==> config.mk <==
export PLATFORM = sky130hd
export DESIGN_NAME = mm_sub_ctrl
export DESIGN_NICKNAME = d
export VERILOG_FILES = /design/src/rtl/mmsub_pkg.sv /design/src/rtl/mmsub_decoder.sv /design/src/rtl/mmsub_sequencer.sv /design/src/rtl/mmsub_distributor.sv /design/src/rtl/mmsub_datapath.sv /design/src/rtl/mm_sub_ctrl.sv
export SDC_FILE = /design/constraint.sdc
export NUM_CORES = 1
export LEC_CHECK = 0
export BUFFER_PORTS_ARGS = -buffer_cell sky130_fd_sc_hd__buf_2
export CAP_MARGIN = 10
export CORE_AREA = 2 2 168 170
export DETAILED_ROUTE_END_ITERATION = 8
export DIE_AREA = 0 0 170 172
export PLACE_DENSITY = 0.55
export SYNTH_ARGS = -nofsm -noshare
export SYNTH_HDL_FRONTEND = slang
export SYNTH_SLANG_ARGS = --single-unit
==> constraint.sdc <==
create_clock -name clk -period 2.12 [get_ports clk]
set_input_delay 0.106 -clock clk [delete_from_list [all_inputs] [get_ports clk]]
set_output_delay 0.106 -clock clk [all_outputs]
set_load 0.1 [all_outputs]
==> src/rtl/mmsub_pkg.sv <==
package mmsub_pkg;

    localparam int OP_W   = 8;
    localparam int ADDR_W = 8;
    localparam int WORD_W = OP_W + 2 * ADDR_W;
    localparam int N_TS   = 16;
    localparam int TS_W   = $clog2(N_TS);

    localparam logic [OP_W-1:0] OPC_SUB   = 8'h21;
    localparam logic [OP_W-1:0] OPC_IEON  = 8'h30;
    localparam logic [OP_W-1:0] OPC_IEOFF = 8'h31;

    // decoder line indices; the "other" line sits above the known ones
    localparam int N_KNOWN   = 3;
    localparam int N_DEC     = N_KNOWN + 1;
    localparam int DEC_SUB   = 0;
    localparam int DEC_IEON  = 1;
    localparam int DEC_IEOFF = 2;
    localparam int DEC_OTHER = N_KNOWN;

    localparam logic [OP_W-1:0] DEC_CODES [N_KNOWN] = '{OPC_SUB, OPC_IEON, OPC_IEOFF};

    typedef logic [WORD_W-1:0] word_t;
    typedef logic [ADDR_W-1:0] addr_t;

    typedef struct packed {
        logic [OP_W-1:0] op;
        addr_t           src_a;
        addr_t           src_b;
    } instr_t;

    typedef struct packed {
        logic ie;
        logic ovf;
    } psw_t;

    typedef enum logic [TS_W-1:0] {
        T_FADDR  = 4'd0,
        T_FRD    = 4'd1,
        T_FLD    = 4'd2,
        T_DEC    = 4'd3,
        T_A_ADDR = 4'd4,
        T_A_RD   = 4'd5,
        T_A_LD   = 4'd6,
        T_B_ADDR = 4'd7,
        T_B_RD   = 4'd8,
        T_B_LD   = 4'd9,
        T_CPL    = 4'd10,
        T_ADD    = 4'd11,
        T_ALU_R3 = 4'd12,
        T_R3_MDR = 4'd13,
        T_WB_ADR = 4'd14,
        T_WR     = 4'd15
    } tstate_e;

    typedef struct packed {
        logic mar_from_iac;
        logic mar_from_a;
        logic mar_from_b;
        logic mem_rd;
        logic mem_wr;
        logic ld_ir;
        logic iac_inc;
        logic ld_r1;
        logic ld_r2;
        logic cpl_r2;
        logic do_add;
        logic ld_r3;
        logic mdr_from_r3;
        logic set_ie;
        logic clr_ie;
    } ctl_t;

    // signed-overflow rule for an addition x + y giving s
    function automatic logic add_ovf(input word_t x, input word_t y, input word_t s);
        return (x[WORD_W-1] == y[WORD_W-1]) && (s[WORD_W-1] != x[WORD_W-1]);
    endfunction

endpackage

==> src/rtl/mmsub_decoder.sv <==
module mmsub_decoder
    import mmsub_pkg::*;
(
    input  logic [OP_W-1:0]  opcode,
    output logic [N_DEC-1:0] lines
);
    logic [N_KNOWN-1:0] hit;

    for (genvar i = 0; i < N_KNOWN; i++) begin : g_line
        assign hit[i] = (opcode == DEC_CODES[i]);
    end

    assign lines = {~|hit, hit};
endmodule

==> src/rtl/mmsub_sequencer.sv <==
module mmsub_sequencer
    import mmsub_pkg::*;
(
    input  logic    clk,
    input  logic    rst,
    input  logic    is_sub,
    output tstate_e tstate
);
    tstate_e nxt;

    always_comb begin
        case (tstate)
            T_DEC:   nxt = is_sub ? T_A_ADDR : T_FADDR;
            T_WR:    nxt = T_FADDR;
            default: nxt = tstate_e'(tstate + 1'b1);
        endcase
    end

    always_ff @(posedge clk) begin
        if (rst) tstate <= T_FADDR;
        else     tstate <= nxt;
    end
endmodule

==> src/rtl/mmsub_distributor.sv <==
module mmsub_distributor
    import mmsub_pkg::*;
(
    input  tstate_e          tstate,
    input  logic [N_DEC-1:0] dec_lines,
    output ctl_t             ctl
);
    always_comb begin
        ctl = '0;
        case (tstate)
            T_FADDR:  ctl.mar_from_iac = 1'b1;
            T_FRD:    ctl.mem_rd       = 1'b1;
            T_FLD: begin
                ctl.ld_ir   = 1'b1;
                ctl.iac_inc = 1'b1;
            end
            T_DEC: begin
                ctl.set_ie = dec_lines[DEC_IEON];
                ctl.clr_ie = dec_lines[DEC_IEOFF];
            end
            T_A_ADDR: ctl.mar_from_a   = 1'b1;
            T_A_RD:   ctl.mem_rd       = 1'b1;
            T_A_LD:   ctl.ld_r1        = 1'b1;
            T_B_ADDR: ctl.mar_from_b   = 1'b1;
            T_B_RD:   ctl.mem_rd       = 1'b1;
            T_B_LD:   ctl.ld_r2        = 1'b1;
            T_CPL:    ctl.cpl_r2       = 1'b1;
            T_ADD:    ctl.do_add       = 1'b1;
            T_ALU_R3: ctl.ld_r3        = 1'b1;
            T_R3_MDR: ctl.mdr_from_r3  = 1'b1;
            T_WB_ADR: ctl.mar_from_a   = 1'b1;
            T_WR:     ctl.mem_wr       = 1'b1;
            default:  ctl = '0;
        endcase
    end
endmodule

==> src/rtl/mmsub_datapath.sv <==
module mmsub_datapath
    import mmsub_pkg::*;
(
    input  logic   clk,
    input  logic   rst,
    input  ctl_t   ctl,
    input  word_t  mem_rdata,
    output addr_t  mar,
    output word_t  mdr,
    output addr_t  iac,
    output instr_t ir,
    output word_t  r2,
    output psw_t   psw
);
    word_t r1, r3, alu_q, sum;

    // two's-complement add with the subtract carry-in fixed at one
    always_comb sum = r1 + r2 + word_t'(1);

    always_ff @(posedge clk) begin
        if (rst) begin
            iac   <= '0;
            mar   <= '0;
            mdr   <= '0;
            ir    <= '0;
            r1    <= '0;
            r2    <= '0;
            r3    <= '0;
            alu_q <= '0;
            psw   <= '0;
        end else begin
            if (ctl.mar_from_iac) mar <= iac;
            if (ctl.mar_from_a)   mar <= ir.src_a;
            if (ctl.mar_from_b)   mar <= ir.src_b;

            // returned word lands in MDR and is forwarded in the same step
            if (ctl.ld_ir || ctl.ld_r1 || ctl.ld_r2) mdr <= mem_rdata;
            if (ctl.mdr_from_r3)                     mdr <= r3;

            if (ctl.ld_ir)   ir  <= instr_t'(mem_rdata);
            if (ctl.iac_inc) iac <= iac + addr_t'(1);
            if (ctl.ld_r1)   r1  <= mem_rdata;
            if (ctl.ld_r2)   r2  <= mem_rdata;
            if (ctl.cpl_r2)  r2  <= ~r2;

            if (ctl.do_add) begin
                alu_q   <= sum;
                psw.ovf <= add_ovf(r1, r2, sum);
            end
            if (ctl.ld_r3)  r3     <= alu_q;
            if (ctl.set_ie) psw.ie <= 1'b1;
            if (ctl.clr_ie) psw.ie <= 1'b0;
        end
    end
endmodule

==> src/rtl/mm_sub_ctrl.sv <==
module mm_sub_ctrl
    import mmsub_pkg::*;
(
    input  logic              clk,
    input  logic              rst,
    output logic [ADDR_W-1:0] mem_addr,
    output logic              mem_rd,
    output logic              mem_wr,
    output logic [WORD_W-1:0] mem_wdata,
    input  logic [WORD_W-1:0] mem_rdata,
    output logic [TS_W-1:0]   tstate_o,
    output logic              ovf_flag,
    output logic              ie_flag
);
    tstate_e          tstate;
    logic [N_DEC-1:0] dec_lines;
    ctl_t             ctl;
    addr_t            mar;
    word_t            mdr;
    addr_t            iac;
    instr_t           ir;
    word_t            r2;
    psw_t             psw;

    mmsub_decoder u_dec (
        .opcode (ir.op),
        .lines  (dec_lines)
    );

    mmsub_sequencer u_seq (
        .clk    (clk),
        .rst    (rst),
        .is_sub (dec_lines[DEC_SUB]),
        .tstate (tstate)
    );

    mmsub_distributor u_dist (
        .tstate    (tstate),
        .dec_lines (dec_lines),
        .ctl       (ctl)
    );

    mmsub_datapath u_dp (
        .clk       (clk),
        .rst       (rst),
        .ctl       (ctl),
        .mem_rdata (mem_rdata),
        .mar       (mar),
        .mdr       (mdr),
        .iac       (iac),
        .ir        (ir),
        .r2        (r2),
        .psw       (psw)
    );

    assign mem_addr  = mar;
    assign mem_wdata = mdr;
    assign mem_rd    = ctl.mem_rd;
    assign mem_wr    = ctl.mem_wr;
    assign tstate_o  = tstate;
    assign ovf_flag  = psw.ovf;
    assign ie_flag   = psw.ie;
endmodule

==> out/summary.txt <==
===========================================================================================
Run status                                                                     finished, violations left
Violations in the final reports                                                negative setup slack
Avg Vias per Cell                                                                      4.93
Netlist cell types                                                                       59
Row cnt                                                                                  61
Post-route cell area                                                              10200 µm²
Largest cells by area after synthesis                                          sky130_fd_sc_hd__dfxtp_1, sky130_fd_sc_hd__a21oi_1, sky130_fd_sc_hd__nand2_1, sky130_fd_sc_hd__a211oi_1, sky130_fd_sc_hd__ha_1
Most used flip-flop cell after synthesis                                       sky130_fd_sc_hd__dfxtp_1
Clk network pwr share                                                                 0.418
Number of clock buffers inserted by TritonCTS                                            17
Cell internal pwr                                                                 0.00518 W
Clock transition at the registers of the reported paths                             0.07 ns
Largest net degree at the start of global routing                                        88
Worst slew slack as a fraction of its limit                                           0.622
Clock sinks                                                                             166
Overall overflow remaining after global route                                             0
Reg-to-reg setup timing slack                                                      -0.09 ns
Endpoint arrival time on the critical path                                          2.52 ns
Via count of the first global-routing pass                                             6732
Average detailed-routed wire length per instance                                    15.6 µm
Instance count after placement with tap cells included                                 1381
Hold Fails Final Rpt                                                                      0
Seq/Total Area, Yosys                                                                 0.423
Reg-to-Reg End                                                                 u_dp.alu_q[20]
Number of design-rule violations left by the first detailed-router iteration            517
Number of nets with antenna violations after detailed routing                             0
Layout overhead on the synthesized area                                               29.4%
Worst hold start                                                               mem_rdata[14]
Critical path endpoint category                                                    register
Actual slew at the worst max-slew pin                                              0.565 ns
First-pass GRT wire length                                                          36.3 mm
Weighted congestion reported at the end of routability-driven placement               0.848
GRT Resource Usage Total                                                              0.156
Mapped Avg Cell Area                                                               8.17 µm²
Hold depth                                                                                3
Via Count                                                                              7124
Placeable core region                                                             27500 µm²
Nets in the synthesized netlist                                                        1016
Post-layout worst setup margin                                                   -0.0902 ns
Antenna violations before repair                                                          1
Switching fraction of total power                                                     0.288
Buffers added on ports                                                                   65
Maximum count of clock buffers along a single path                                        2
Detailed route wirelength on metal2                                                 10.7 mm
Fraction of synthesis flops using an asynchronous set or reset pin                        0
Top-area cell type share of the netlist area                                          0.423
R2R depth                                                                                10
Hold/Removal Path Class                                                        input port to register
Die area                                                                          29200 µm²
Maximum Capacitance Violations                                                            0
Metal3 WL                                                                            969 µm
Routed wire length                                                                  22.6 mm
Final worst hold slack                                                            0.0209 ns
Startpoint type of the worst setup path                                            register
Setup repair after global routing missed its margin                                     yes
PD cells                                                                         716 nW/µm²
Number of placed I/O pins                                                                66
Sw Pwr                                                                            0.00210 W
Min Tclk post-route                                                                 2.21 ns
Drt pass-1 iters                                                                          5
Met1 layer wirelength in the final routing                                          10.7 mm
Width of the die                                                                     170 µm
Static Leakage                                                                      4.06 nW
Final setup violation count                                                               6
CTS Root Buffer Type                                                           sky130_fd_sc_hd__clkbuf_16
Net total in the final layout                                                          1141
Period utilization                                                                     1.04
TritonCTS clock tree                                                                   done
Final instance count without filler cells                                              1446
Number of warning messages in the yosys log                                               0
Initial standard-cell utilization of the core                                         0.286
Die Y-Extent                                                                         172 µm
Max rail drop VDD                                                                0.000387 V
Data required time of the worst path                                                2.43 ns
Critical Setup Path Class                                                      register to register
Synthesis-stage register bit count                                                      166
Clock tree skew after final layout                                                0.0128 ns
Area of the mapped netlist                                                         7850 µm²
Launch point of the worst reg-to-reg path                                        u_dp.r2[0]
CP Max Fanout                                                                             3
TNS Setup                                                                         -0.403 ns
Seq pwr share                                                                         0.448
End point of the worst hold path                                                u_dp.r1[14]
Clock H-tree levels                                                                       4
Slew Viols, Final                                                                         0
Final core utilization                                                                0.370
Clock insertion delay at the later pin of the skew report                           0.42 ns
Placed wire-length estimate                                                         15.4 mm
Share of post-route cells with drive strength above 1                                 0.228
Highest signal layer in the routed design                                              met4
DP Area                                                                            9000 µm²
Mapped Cells                                                                            961
Residual DRC count                                                                        0
Power share of the combinational group                                                0.134
Number of flops mapped to enable cells by yosys                                           0
Area leader, netlist                                                           sky130_fd_sc_hd__dfxtp_1
Max Clock Freq                                                                      452 MHz
===========================================================================================
[kinds of logic (layout without fill, tap and decap cells)]
group / after synthesis / count (layout) / share of synthesized area
AND/OR/NAND/NOR: 343 / 343 / 0.183
flip-flops: 166 / 166 / 0.423
multiplexers: 34 / 34 / 0.0435
XOR/XNOR: 22 / 22 / 0.0245
other: 0 / 1 / 0
adder cells (fa/ha/maj): 29 / 29 / 0.0472
AO/OA/AOI/OAI: 293 / 293 / 0.242
buffers and inverters: 74 / 212 / 0.0376
[layout by cell type, fill, tap and decap left out, types with 21 or more instances in the layout]
cell | netlist | final
sky130_fd_sc_hd__dlygate4sd3_1 | 0 | 21
sky130_fd_sc_hd__buf_4 | 0 | 76
sky130_fd_sc_hd__buf_2 | 8 | 63
sky130_fd_sc_hd__nand3_1 | 22 | 21
sky130_fd_sc_hd__nor2_1 | 86 | 84
sky130_fd_sc_hd__a211oi_1 | 69 | 68
sky130_fd_sc_hd__dfxtp_1 | 166 | 146
sky130_fd_sc_hd__a21oi_1 | 145 | 140
sky130_fd_sc_hd__mux2i_1 | 33 | 33
sky130_fd_sc_hd__nand2_1 | 190 | 190
[power groups by stage]
stage	registers (W)	logic [W]	clock network (W)
after floorplan	0.00374	0.000294	0
after global placement	0.00333	0.000942	0
after detailed placement	0.00333	0.000943	0
after CTS	0.00326	0.000978	0.00312
after global routing	0.00327	0.00104	0.00324
final	0.00326	0.000972	0.00304
[how the worst max path moves through the flow]
stage	startpoint	to	slack [ns]	cells after the start
CTS	u_dp.r2[0]	u_dp.alu_q[16]	-0.13	11
floorplan	u_seq.tstate[0]	u_dp.mar[5]	-0.18	9
finish	u_dp.r2[0]	u_dp.alu_q[20]	-0.09	10
global placement	u_dp.r1[0]	u_dp.alu_q[18]	-0.17	11
detailed placement	u_dp.r1[0]	u_dp.alu_q[14]	-0.23	11
global route	u_dp.r1[0]	u_dp.alu_q[14]	-0.19	11
[flip-flops by register name, summed over array words and instances, names as in the netlist]
register / count
u_dp.iac: 8
u_dp.ir: 24
u_dp.psw: 2
u_seq.tstate: 4
u_dp.mar: 8
u_dp.r1: 24
u_dp.alu_q: 24
u_dp.r2: 24
u_dp.mdr: 24
u_dp.r3: 24
[area by class of cell]
class                           instances  area [µm²]
Antenna cell                            1        2.50
Clock buffer                           22         444
Clock inverter                         10         123
Fill cell                            2797       17300
Inverter                               11        41.3
Multi-Input combinational cell        721        4520
Sequential cell                       166        3360
Tap cell                              346         433
Timing Repair Buffer                  169        1240
[Yosys cell counts, types with 4 or more instances]
master / n
sky130_fd_sc_hd__o21a_1: 10
sky130_fd_sc_hd__a311oi_1: 5
sky130_fd_sc_hd__mux2i_1: 33
sky130_fd_sc_hd__inv_1: 11
sky130_fd_sc_hd__nor3_1: 4
sky130_fd_sc_hd__nand3_1: 22
sky130_fd_sc_hd__xnor2_1: 12
sky130_fd_sc_hd__a21o_1: 12
sky130_fd_sc_hd__nand4_1: 4
sky130_fd_sc_hd__nand2b_1: 5
sky130_fd_sc_hd__a22o_1: 5
sky130_fd_sc_hd__o21ai_0: 11
sky130_fd_sc_hd__xor2_1: 10
sky130_fd_sc_hd__buf_2: 8
sky130_fd_sc_hd__nor2_1: 86
sky130_fd_sc_hd__a211oi_1: 69
sky130_fd_sc_hd__a21oi_1: 145
sky130_fd_sc_hd__nor2b_1: 10
sky130_fd_sc_hd__dfxtp_1: 166
sky130_fd_sc_hd__ha_1: 28
sky130_fd_sc_hd__and3_1: 5
sky130_fd_sc_hd__clkbuf_1: 51
sky130_fd_sc_hd__and2_1: 4
sky130_fd_sc_hd__a31oi_1: 4
sky130_fd_sc_hd__nand2_1: 190
[per-layer routing]
layer  global-route usage  vias to the layer above
met5                    0                        -
met4               0.0517                        0
met3               0.0268                       10
met2                0.257                      122
met1                0.209                     3364
li1                     -                     3628
[critical path, stage by stage (launching register included)]
cell and delay (ns):
sky130_fd_sc_hd__dfxtp_2 0.33, sky130_fd_sc_hd__inv_2 0.05, sky130_fd_sc_hd__ha_4 0.15, sky130_fd_sc_hd__fa_2 0.34
sky130_fd_sc_hd__nor2b_2 0.14, sky130_fd_sc_hd__o31a_1 0.18, sky130_fd_sc_hd__o211ai_1 0.13, sky130_fd_sc_hd__a311oi_1 0.26
sky130_fd_sc_hd__buf_4 0.17, sky130_fd_sc_hd__a311oi_1 0.08, sky130_fd_sc_hd__a32o_1 0.26
[through the flow]
| step | setup WS [ns] | total power (W) |
|---|---|---|
| 2_1_floorplan | -0.181 | 0.00404 |
| 3_3_place_gp | -0.174 | 0.00427 |
| 3_5_place_dp | -0.228 | 0.00428 |
| 4_1_cts | -0.132 | 0.00736 |
| 5_1_grt | -0.188 | 0.00755 |
| 6_report | -0.0902 | 0.00728 |
[timing repair]
action,4_1_cts,5_1_grt
hold endpoints to repair,45,0
setup buffers,4,8
endpoints found under the setup margin,11,20
hold buffers,21,0
gates resized for setup,14,50
pin swaps,17,23
Power figures use the tool's default switching activity.
